## src/rtl/pfx_pkg.sv

```systemverilog
package pfx_pkg;
  localparam int WIN_SHIFT  = 13;
  localparam int PAGE_SHIFT = 12;

  typedef enum logic [1:0] {
    KIND_READ  = 2'b00,
    KIND_STORE = 2'b01,
    KIND_FETCH = 2'b10,
    KIND_RSVD  = 2'b11
  } acc_kind_e;

  typedef struct packed {
    logic lo_win;
    logic pfx_win;
    logic exc;
  } reloc_flags_t;
endpackage

```

## src/rtl/pfx_relocate.sv

```systemverilog
module pfx_relocate
  import pfx_pkg::*;
#(
  parameter int ADDR_W    = 20,
  parameter int LEN_W     = 14,
  parameter int MEM_PAGES = 64,
  localparam int PG_W     = (MEM_PAGES > 1) ? $clog2(MEM_PAGES) : 1
) (
  input  logic [ADDR_W-1:0] addr,
  input  logic [LEN_W-1:0]  len,
  input  logic [ADDR_W-1:0] pfx,
  output logic [ADDR_W-1:0] abs_addr,
  output logic [LEN_W-1:0]  len_out,
  output reloc_flags_t      flags,
  output logic [PG_W-1:0]   page
);
  localparam logic [ADDR_W-1:0] WIN_BYTES = ADDR_W'(1 << WIN_SHIFT);
  localparam logic [ADDR_W:0]   MEM_LIMIT = (ADDR_W+1)'(MEM_PAGES) << PAGE_SHIFT;

  function automatic logic [LEN_W-1:0] clip_len(input logic [LEN_W-1:0] l,
                                                input logic [WIN_SHIFT-1:0] off);
    logic [LEN_W-1:0] room;
    room = LEN_W'(1 << WIN_SHIFT) - LEN_W'(off);
    return (l > room) ? room : l;
  endfunction

  logic [ADDR_W-1:0] diff;
  logic              in_lo, in_pfx;

  always_comb begin
    diff   = addr - pfx;
    in_lo  = addr < WIN_BYTES;
    in_pfx = !in_lo && (addr >= pfx) && (diff < WIN_BYTES);
    if (in_lo) begin
      abs_addr = addr + pfx;
      len_out  = clip_len(len, addr[WIN_SHIFT-1:0]);
    end else if (in_pfx) begin
      abs_addr = diff;
      len_out  = clip_len(len, diff[WIN_SHIFT-1:0]);
    end else begin
      abs_addr = addr;
      len_out  = len;
    end
    flags.lo_win  = in_lo;
    flags.pfx_win = in_pfx;
    flags.exc     = {1'b0, abs_addr} >= MEM_LIMIT;
    page          = abs_addr[PAGE_SHIFT +: PG_W];
  end
endmodule

```

## src/rtl/pfx_keyarray.sv

```systemverilog
module pfx_keyarray #(
  parameter int MEM_PAGES = 64,
  localparam int PG_W     = (MEM_PAGES > 1) ? $clog2(MEM_PAGES) : 1
) (
  input  logic                 clk,
  input  logic                 rst_n,
  input  logic                 clr,
  input  logic                 upd_en,
  input  logic [PG_W-1:0]      upd_page,
  input  logic                 upd_store,
  input  logic [PG_W-1:0]      rd_page,
  output logic [1:0]           rd_key,
  output logic [MEM_PAGES-1:0] ref_vec,
  output logic [MEM_PAGES-1:0] chg_vec
);
  for (genvar g = 0; g < MEM_PAGES; g++) begin : g_page
    logic hit;
    assign hit = upd_en && (upd_page == PG_W'(g));
    always_ff @(posedge clk) begin
      if (!rst_n || clr) begin
        ref_vec[g] <= 1'b0;
        chg_vec[g] <= 1'b0;
      end else if (hit) begin
        ref_vec[g] <= 1'b1;
        if (upd_store) chg_vec[g] <= 1'b1;
      end
    end
  end

  always_comb begin
    if (32'(rd_page) < MEM_PAGES) rd_key = {chg_vec[rd_page], ref_vec[rd_page]};
    else                          rd_key = 2'b00;
  end

  // a change bit is never set without its reference bit
  a_r5_chg_has_ref: assert property (@(posedge clk) disable iff (!rst_n)
    (chg_vec & ~ref_vec) == '0);
  // without a clear, key bits only accumulate
  a_r8_keys_sticky: assert property (@(posedge clk) disable iff (!rst_n)
    !$past(clr) |-> (((ref_vec & $past(ref_vec)) == $past(ref_vec)) &&
                     ((chg_vec & $past(chg_vec)) == $past(chg_vec))));
  // a clear empties the array
  a_r8_clear_empties: assert property (@(posedge clk) disable iff (!rst_n)
    $past(clr) |-> (ref_vec == '0 && chg_vec == '0));
endmodule

```

## src/rtl/pfx_storage_unit.sv

```systemverilog
module pfx_storage_unit
  import pfx_pkg::*;
#(
  parameter int ADDR_W    = 20,
  parameter int LEN_W     = 14,
  parameter int MEM_PAGES = 64,
  localparam int PG_W     = (MEM_PAGES > 1) ? $clog2(MEM_PAGES) : 1
) (
  input  logic              clk,
  input  logic              rst_n,
  input  logic              pfx_load,
  input  logic [ADDR_W-1:0] pfx_in,
  input  logic              key_clr,
  input  logic              req_valid,
  input  logic [ADDR_W-1:0] req_addr,
  input  logic [LEN_W-1:0]  req_len,
  input  logic [1:0]        req_kind,
  output logic              rsp_valid,
  output logic [ADDR_W-1:0] rsp_abs,
  output logic [LEN_W-1:0]  rsp_len,
  output logic              rsp_exc,
  input  logic [PG_W-1:0]   rd_page,
  output logic [1:0]        rd_key
);
  logic [ADDR_W-1:0]    pfx_q;
  logic [ADDR_W-1:0]    abs_c;
  logic [LEN_W-1:0]     len_c;
  reloc_flags_t         flg_c;
  logic [PG_W-1:0]      page_c;
  logic                 key_upd;
  logic                 is_store;
  logic [MEM_PAGES-1:0] ref_vec, chg_vec;

  always_ff @(posedge clk) begin
    if (!rst_n)        pfx_q <= '0;
    else if (pfx_load) pfx_q <= {pfx_in[ADDR_W-1:WIN_SHIFT], {WIN_SHIFT{1'b0}}};
  end

  pfx_relocate #(.ADDR_W(ADDR_W), .LEN_W(LEN_W), .MEM_PAGES(MEM_PAGES)) u_reloc (
    .addr(req_addr), .len(req_len), .pfx(pfx_q),
    .abs_addr(abs_c), .len_out(len_c), .flags(flg_c), .page(page_c)
  );

  assign is_store = acc_kind_e'(req_kind) == KIND_STORE;
  assign key_upd  = req_valid && !flg_c.exc;

  pfx_keyarray #(.MEM_PAGES(MEM_PAGES)) u_keys (
    .clk(clk), .rst_n(rst_n), .clr(key_clr),
    .upd_en(key_upd), .upd_page(page_c), .upd_store(is_store),
    .rd_page(rd_page), .rd_key(rd_key), .ref_vec(ref_vec), .chg_vec(chg_vec)
  );

  always_ff @(posedge clk) begin
    if (!rst_n) begin
      rsp_valid <= 1'b0;
      rsp_abs   <= '0;
      rsp_len   <= '0;
      rsp_exc   <= 1'b0;
    end else begin
      rsp_valid <= req_valid;
      if (req_valid) begin
        rsp_abs <= abs_c;
        rsp_len <= len_c;
        rsp_exc <= flg_c.exc;
      end
    end
  end

  // prefix is always 8 KB aligned
  a_r7_prefix_aligned: assert property (@(posedge clk) disable iff (!rst_n)
    pfx_q[WIN_SHIFT-1:0] == '0);
  // clipping never lengthens an access
  a_r4_len_not_grown: assert property (@(posedge clk) disable iff (!rst_n)
    rsp_valid |-> rsp_len <= $past(req_len));
  // a faulting access leaves all key bits as they were
  a_r6_exc_keys_kept: assert property (@(posedge clk) disable iff (!rst_n)
    (rsp_valid && rsp_exc && !$past(key_clr)) |->
      (ref_vec == $past(ref_vec) && chg_vec == $past(chg_vec)));
  // the prefix area always lands in absolute page zero's window
  a_r2_pfx_to_low: assert property (@(posedge clk) disable iff (!rst_n)
    (rsp_valid && $past(flg_c.pfx_win)) |-> rsp_abs < ADDR_W'(1 << WIN_SHIFT));
endmodule

```

## config.mk

```make
export PLATFORM = sky130hd
export DESIGN_NAME = pfx_storage_unit
export DESIGN_NICKNAME = d
export VERILOG_FILES = /design/src/rtl/pfx_pkg.sv /design/src/rtl/pfx_relocate.sv /design/src/rtl/pfx_keyarray.sv /design/src/rtl/pfx_storage_unit.sv
export SDC_FILE = /design/constraint.sdc
export NUM_CORES = 1
export LEC_CHECK = 0
export BUFFER_PORTS_ARGS = -buffer_cell sky130_fd_sc_hd__buf_2
export CAP_MARGIN = 10
export CORE_UTILIZATION = 58
export CTS_CLUSTER_DIAMETER = 200
export CTS_CLUSTER_SIZE = 20
export DETAILED_ROUTE_END_ITERATION = 7
export PLACE_DENSITY = 0.77
export SYNTH_ARGS = -nofsm -noshare
export SYNTH_HDL_FRONTEND = slang
export SYNTH_SLANG_ARGS = --single-unit
```

## constraint.sdc

```tcl
create_clock -name clk -period 3.5 [get_ports clk]
set_input_delay 0.35 -clock clk [delete_from_list [all_inputs] [get_ports clk]]
set_output_delay 0.35 -clock clk [all_outputs]
set_load 0.005 [all_outputs]
```

==> metrics.txt, run 1 <==
Area contributors post-synth dfxtp_1 42%, mux4_2 12%, o21ai_0 5.4%, nand2_1 4.9%, ha_1 4.3%; slack of the critical path between 0.3 and 0.4 ns; Die ar. approximately 15000 um^2; total global routing overflow 0; layout cells sized above 1 25.2%; Post-CTS Hold Buffers 0; max frequency 313 MHz; Hold Startpoint pfx_in[15]; sequential cell area fraction in the yosys report 41.8%; fin area about 9400 um^2; Comb power frac roughly 10%; Worst Skew about 0.0048 ns; H-Tree Depth 4; Yosys top cell area share 41.8%; Clock Latency Late Sink 0.42 ns; CP max-delay cell or4_4; Longest Clk Path Bufs 2; area leader, netlist dfxtp_1; initial antenna violation count 0; die width between 100 and 150 um; Post-CTS Setup Inserts 0; worst r2r src pfx_q[15]; Antenna Diode Count 0; CP delay by family, top compound AO/OA/AOI/OAI gates; Total GRT Usage roughly 28%; Unique masters post-synth 68; area grow syn2layout 14.8%; total CTS buffers 17; I/O pin count 105; CP Data Arrival Time ~3.6 ns; Mapped Area between 8000 and 9000 um^2; Leakage 3.73 nW; critical path launch point pfx_q[15]; pin count of the biggest net entering global routing 129; crit path time final between 3 and 4 ns; global-route wire length before repair between 30 and 40 mm; Core Area 13800 um^2; cells after synthesis 807; Slew Limit Headroom a little under three fifths; internal power 3.25 mW; Fin. Hold Viols 0; Net Count, Synth between 900 and 1k; final net count a little under 1k; Worst Hold Class input port to flip-flop; most common cell after layout, fill and taps aside dfxtp_1; Worst-path clk slew 0.06 ns; Hold WS 0.186 ns; IR drop worst, VDD 0.000369 V; Max-cap violations 0; total negative slack 0 ns; Flop pwr share 46.5%; final setup fails 0; DP Wirelength 13.6 mm; vias 6585; RSZ-0062 raised after global routing false; CP max stage delay 0.73 ns; Reg2Reg Depth 9; DIE HEIGHT around 120 um; Initial DRC Count 599; Final period util 91.4%; Critical Path End Type flip-flop; Post-synth EDFFs 0; I/O Buffers 91; Critical Path RT 3.85 ns; Max Slew Vio Count 0; Max FO, Critical Path 12; Startpoint Class flip-flop; Net Sw Frac 24.5%; worst slew pin tran 0.633 ns; critical path type flip-flop to flip-flop; # rows 43; reg2reg end u_keys.chg_vec[22]; post-CTS resize count 0; number of global-route vias before repair 6469; synthesized area per cell just over 10 um^2; Place WS 0.0488 ns; drt wl/cell 18.6 um; Root Driver clkbuf_16; P_sw 1.05 mW; Buffers & Inverters on Critical Path 1; flip-flop and latch count after synthesis about 170; Yosys warnings 0; # DRC 0; Final Wtd Congestion between 0.9 and 1; via/cell ratio a little over 6; CP Cell Sequence inv_1 > ha_1 > nor2_1 > a221oi_1 > o31ai_1 > mux2i_1 > o211ai_2 > or4_4 > o21ai_1; clock sinks ~170; CTS tree built; share of flip-flops with an asynchronous set or reset 0%; PnR Total Power 4.30 mW; placed standard-cell area 8790 um^2; Initial DRT Pass Iterations 5; total length of routed wires 19.9 mm; ANT nets after route 0; Fillers 1015; pwr dens 457 nW/um^2; Starting Density 59.3%; Hold Path End pfx_q[15]; Synth Flop Type dfxtp_1; status complete, no violations; Reg2Reg Setup Slack about 0.3 ns; clock network fraction of total power 43.2%; most frequent cells in the layout 171 x dfxtp_1, 106 x nand2_1, 91 x buf_2; hold path depth 3
[metrics by stage]
step           utilization, %  instances
6_report                 68.0       1073
5_1_grt                  68.0       1073
3_3_place_gp             63.6       1040
4_1_cts                  67.7       1072
3_5_place_dp             63.6       1040
2_1_floorplan               -        807
[registers in the layout, summed over array words and instances (netlist names)]
signal	flops
pfx_q	7
rsp_abs	20
rsp_exc	1
rsp_len	14
rsp_valid	1
u_keys.chg_vec	64
u_keys.ref_vec	64
[layer usage]
metal / GRT usage [%] / share of wire, % / wire (um)
met3: 6.34 / 8.2 / 1630
met4: 11.2 / 1.8 / 357
met2: 47.5 / 49 / 9660
met5: 0 / 0 / 0
met1: 35.7 / 42 / 8270
[how the worst max path moves through the flow]
| stage | endpoint | slack (ns) | depth (start not counted) |
|---|---|---|---|
| final | u_keys.chg_vec[22] | 0.30 | 9 |
| after global routing | u_keys.chg_vec[5] | 0.03 | 9 |
| after CTS | u_keys.ref_vec[58] | 0.15 | 9 |
| after detailed placement | u_keys.ref_vec[58] | 0.05 | 11 |
| after global placement | u_keys.ref_vec[58] | 0.18 | 11 |
| after floorplan | rd_key[0] | 0.56 | 5 |
[worst reg2reg max path: stages (launching register included)]
cell      delay (ns)
dfxtp_1         0.39
inv_1           0.06
ha_1            0.42
nor2_1          0.09
a221oi_1        0.46
o31ai_1         0.17
mux2i_1         0.32
o211ai_2        0.30
or4_4           0.73
o21ai_1         0.18
[logic make-up (layout without fill, tap and decap cells)]
group | Yosys count | after routing | synth area share (%)
AOI/OAI and AO/OA | 220 | 220 | 18.3
xor gates and xnor gates | 15 | 15 | 1.60
adders and majority gates | 30 | 30 | 4.76
buffers and inverters | 75 | 161 | 3.77
DFF | 171 | 171 | 41.8
muxes | 72 | 72 | 15.2
and+or+nand+nor | 224 | 224 | 14.6
[cell type report]
class	count	area (um^2)	area share, %
Clock buffer	22	464	4.93
Clock inverter	10	114	1.21
Inverter	25	93.8	0.997
Multi-Input combinational cell	561	4490	47.7
Sequential cell	171	3420	36.4
Tap cell	180	225	2.39
Timing Repair Buffer	104	598	6.36
[power groups by stage]
stage	logic (mW)	registers, mW	clock network (mW)
4_1_cts	0.434	2.00	1.87
3_3_place_gp	0.421	2.04	0
5_1_grt	0.486	2.00	1.96
3_5_place_dp	0.431	2.04	0
6_report	0.443	2.00	1.86
2_1_floorplan	0.281	2.04	0
[Yosys cell counts (7+ instances only)]
cell type / n
clkbuf_1: 32
nand4_2: 7
buf_2: 9
o21ai_2: 11
nor2_1: 17
nor3_1: 11
inv_1: 23
a22o_1: 32
o211ai_2: 7
o21ai_1: 23
nand2_1: 106
nor2b_1: 27
a21oi_1: 20
ha_1: 28
xnor2_1: 7
mux2i_1: 30
o21ai_0: 88
xor2_1: 8
mux4_2: 42
dfxtp_1: 171
No activity file was read; power rests on OpenSTA's default activity.
==> inputs of run 2 (changes only) <==
==> constraint.sdc (replaced) <==
create_clock -name clk -period 3.5 [get_ports clk]
set_input_delay 0 -clock clk [delete_from_list [all_inputs] [get_ports clk]]
set_output_delay 0 -clock clk [all_outputs]
set_load 0.005 [all_outputs]
==> run 2 against run 1 <==
Worst setup slack lost 0.080 ns. Sequential power is essentially flat. Design area grew 3.8%. Utilization grew 2.6 points. Combinational power grew 8.8%. Non-clock buffer count grew 40. Critical endpoint is now rsp_len[4].
==> metrics.txt, run 2 (synthesis gave the netlist of run 1 again) <==
Critical Path End Type flip-flop; P_sw 1.06 mW (+0.42%); DIE HEIGHT 121 um (unchanged); Flop pwr share 46.3% (-0.2 points); # DRC 0 (unchanged); PnR Total Power 4.32 mW (+0.47%); Starting Density 59.3% (unchanged); most common cell after layout, fill and taps aside dfxtp_1; via/cell ratio 6.12 (-0.26%); RSZ-0062 raised after global routing false; IR drop worst, VDD 0.000355 V (-3.7%); status complete, no violations; DP Wirelength 13.8 mm (+1.5%); layout cells sized above 1 24.0% (-1.2 points); CP Data Arrival Time 3.56 ns (about the same); most frequent cells in the layout 171 x dfxtp_1, 106 x nand2_1, 91 x buf_2; H-Tree Depth 4 (unchanged); Max Slew Vio Count 0 (unchanged); Critical Path RT 3.78 ns (-0.07 ns); total CTS buffers 17 (unchanged); Die ar. 14600 um^2 (unchanged); final setup fails 0 (unchanged); Total GRT Usage 30.6% (+2.1 points); Worst-path clk slew 0.06 ns (about the same); Fillers 946 (-6.8%); Comb power frac 11.2% (+0.9 points); Root Driver clkbuf_16; Worst Hold Class input port to flip-flop; I/O Buffers 91 (unchanged); total global routing overflow 0 (unchanged); I/O pin count 105 (unchanged); internal power 3.26 mW (+0.48%); Reg2Reg Depth 11 (+2); ANT nets after route 0 (unchanged); Reg2Reg Setup Slack 0.27 ns (-0.03 ns); Hold WS 0.0115 ns (-0.174 ns); clock sinks 171 (unchanged); drt wl/cell 19.1 um (+2.9%); Antenna Diode Count 0 (unchanged); vias 6813 (+3.5%); critical path launch point req_addr[2]; Regs by FF count u_keys.chg_vec x64, u_keys.ref_vec x64, rsp_abs x20; Max-cap violations 0 (unchanged); pin count of the biggest net entering global routing 109 (-16%); worst r2r src pfx_q[15]; Max FO, Critical Path 9 (-3); crit path time final 3.28 ns (+0.0804 ns); Initial DRT Pass Iterations 6 (+1); initial antenna violation count 0 (unchanged); Longest Clk Path Bufs 2 (unchanged); Core Area 13800 um^2 (unchanged); max frequency 305 MHz (-2.5%); Clock Latency Late Sink 0.42 ns (about the same); global-route wire length before repair 34.3 mm (+7.6%); area grow syn2layout 19.2%; Worst Skew 0.00592 ns (+0.00110 ns); Final Wtd Congestion 0.882 (-3.8%); pwr dens 442 nW/um^2 (-3.3%); clock network fraction of total power 42.6% (-0.6 points); post-CTS resize count 0 (unchanged); number of global-route vias before repair 6938 (+7.2%); total negative slack 0 ns (unchanged); final net count 1017 (+4.1%); die width 121 um (unchanged); # rows 43 (unchanged); Slew Limit Headroom 30.4% (-27 points); crit path capture rsp_len[4]; Startpoint Class input port; Initial DRC Count 640 (+6.8%); worst slew pin tran 1.04 ns (+0.410 ns); total length of routed wires 21.3 mm (+6.7%); critical path type input port to flip-flop; CTS tree built; Final period util 93.7% (+2.3 points); Fin. Hold Viols 0 (unchanged); Leakage 3.88 nW (+4.1%); Net Sw Frac 24.5% (about the same); reg2reg end rsp_len[4]
-- run 2: worst min-delay path by stage --
stage                   to         start  cells past startpoint  slack (ns)
2_1_floorplan  rsp_abs[19]  req_addr[19]                      2        0.14
3_3_place_gp     pfx_q[13]    pfx_in[13]                      3        0.26
3_5_place_dp     pfx_q[18]    pfx_in[18]                      3        0.27
4_1_cts          pfx_q[16]      pfx_load                      3       0.001
5_1_grt        rsp_abs[15]  req_addr[15]                      3        0.01
6_report         pfx_q[16]      pfx_load                      3        0.01
-- run 2: cell type report --
class                      count  area (um^2)  area share, %
sequential                   171         3420           35.0
clock buffer                  24          502           5.14
inverter                      25         93.8          0.960
multi-input combinational    561         4470           45.8
clock inverter                 8         81.3          0.832
timing repair buffer         144          971           9.94
tap                          180          225           2.31
-- run 2: power by group through the flow --
stage / clock network [mW] / logic, mW / registers [mW]
2_1_floorplan: 0 / 0.281 / 2.04
3_3_place_gp: 0 / 0.415 / 2.04
3_5_place_dp: 0 / 0.428 / 2.04
4_1_cts: 1.85 / 0.470 / 2.00
5_1_grt: 1.94 / 0.525 / 2.00
6_report: 1.84 / 0.482 / 2.00
-- run 2: through the flow --
stage          util [%]  area, um^2  worst slack [ns]  cells
4_1_cts            70.7        9770             0.357   1113
3_3_place_gp       63.4        8770             0.496   1039
2_1_floorplan         -        8200             0.782    807
3_5_place_dp       63.4        8770             0.384   1039
5_1_grt            70.7        9770           0.00438   1113
6_report           70.7        9770             0.221   1113
-- run 2: what timing repair did --
action | in CTS | in global routing
setup buffers | 0 | 0
hold buffers | 42 | 0
endpoints found under the hold margin | 36 | 0
-- run 2: routing by layer --
layer | share of wire, % | track usage, % | vias up
met2 | 49 | 51.8 | 308
met5 | 0 | 0 | -
met4 | 3.2 | 14.0 | 0
met1 | 40 | 36.4 | 3269
li1 | - | - | 3181
met3 | 7.5 | 7.57 | 55
-- run 2: critical path: stages --
cell and delay (ns):
dlygate4sd3_1 0.53, buf_2 0.16, nor4_1 0.48, nand3_1 0.25
nor3_1 0.24, xor2_1 0.23, ha_1 0.28, a21o_1 0.17
a21o_1 0.17, a211oi_1 0.32, a221oi_2 0.11, buf_4 0.21
mux2i_1 0.28, a21oi_1 0.13
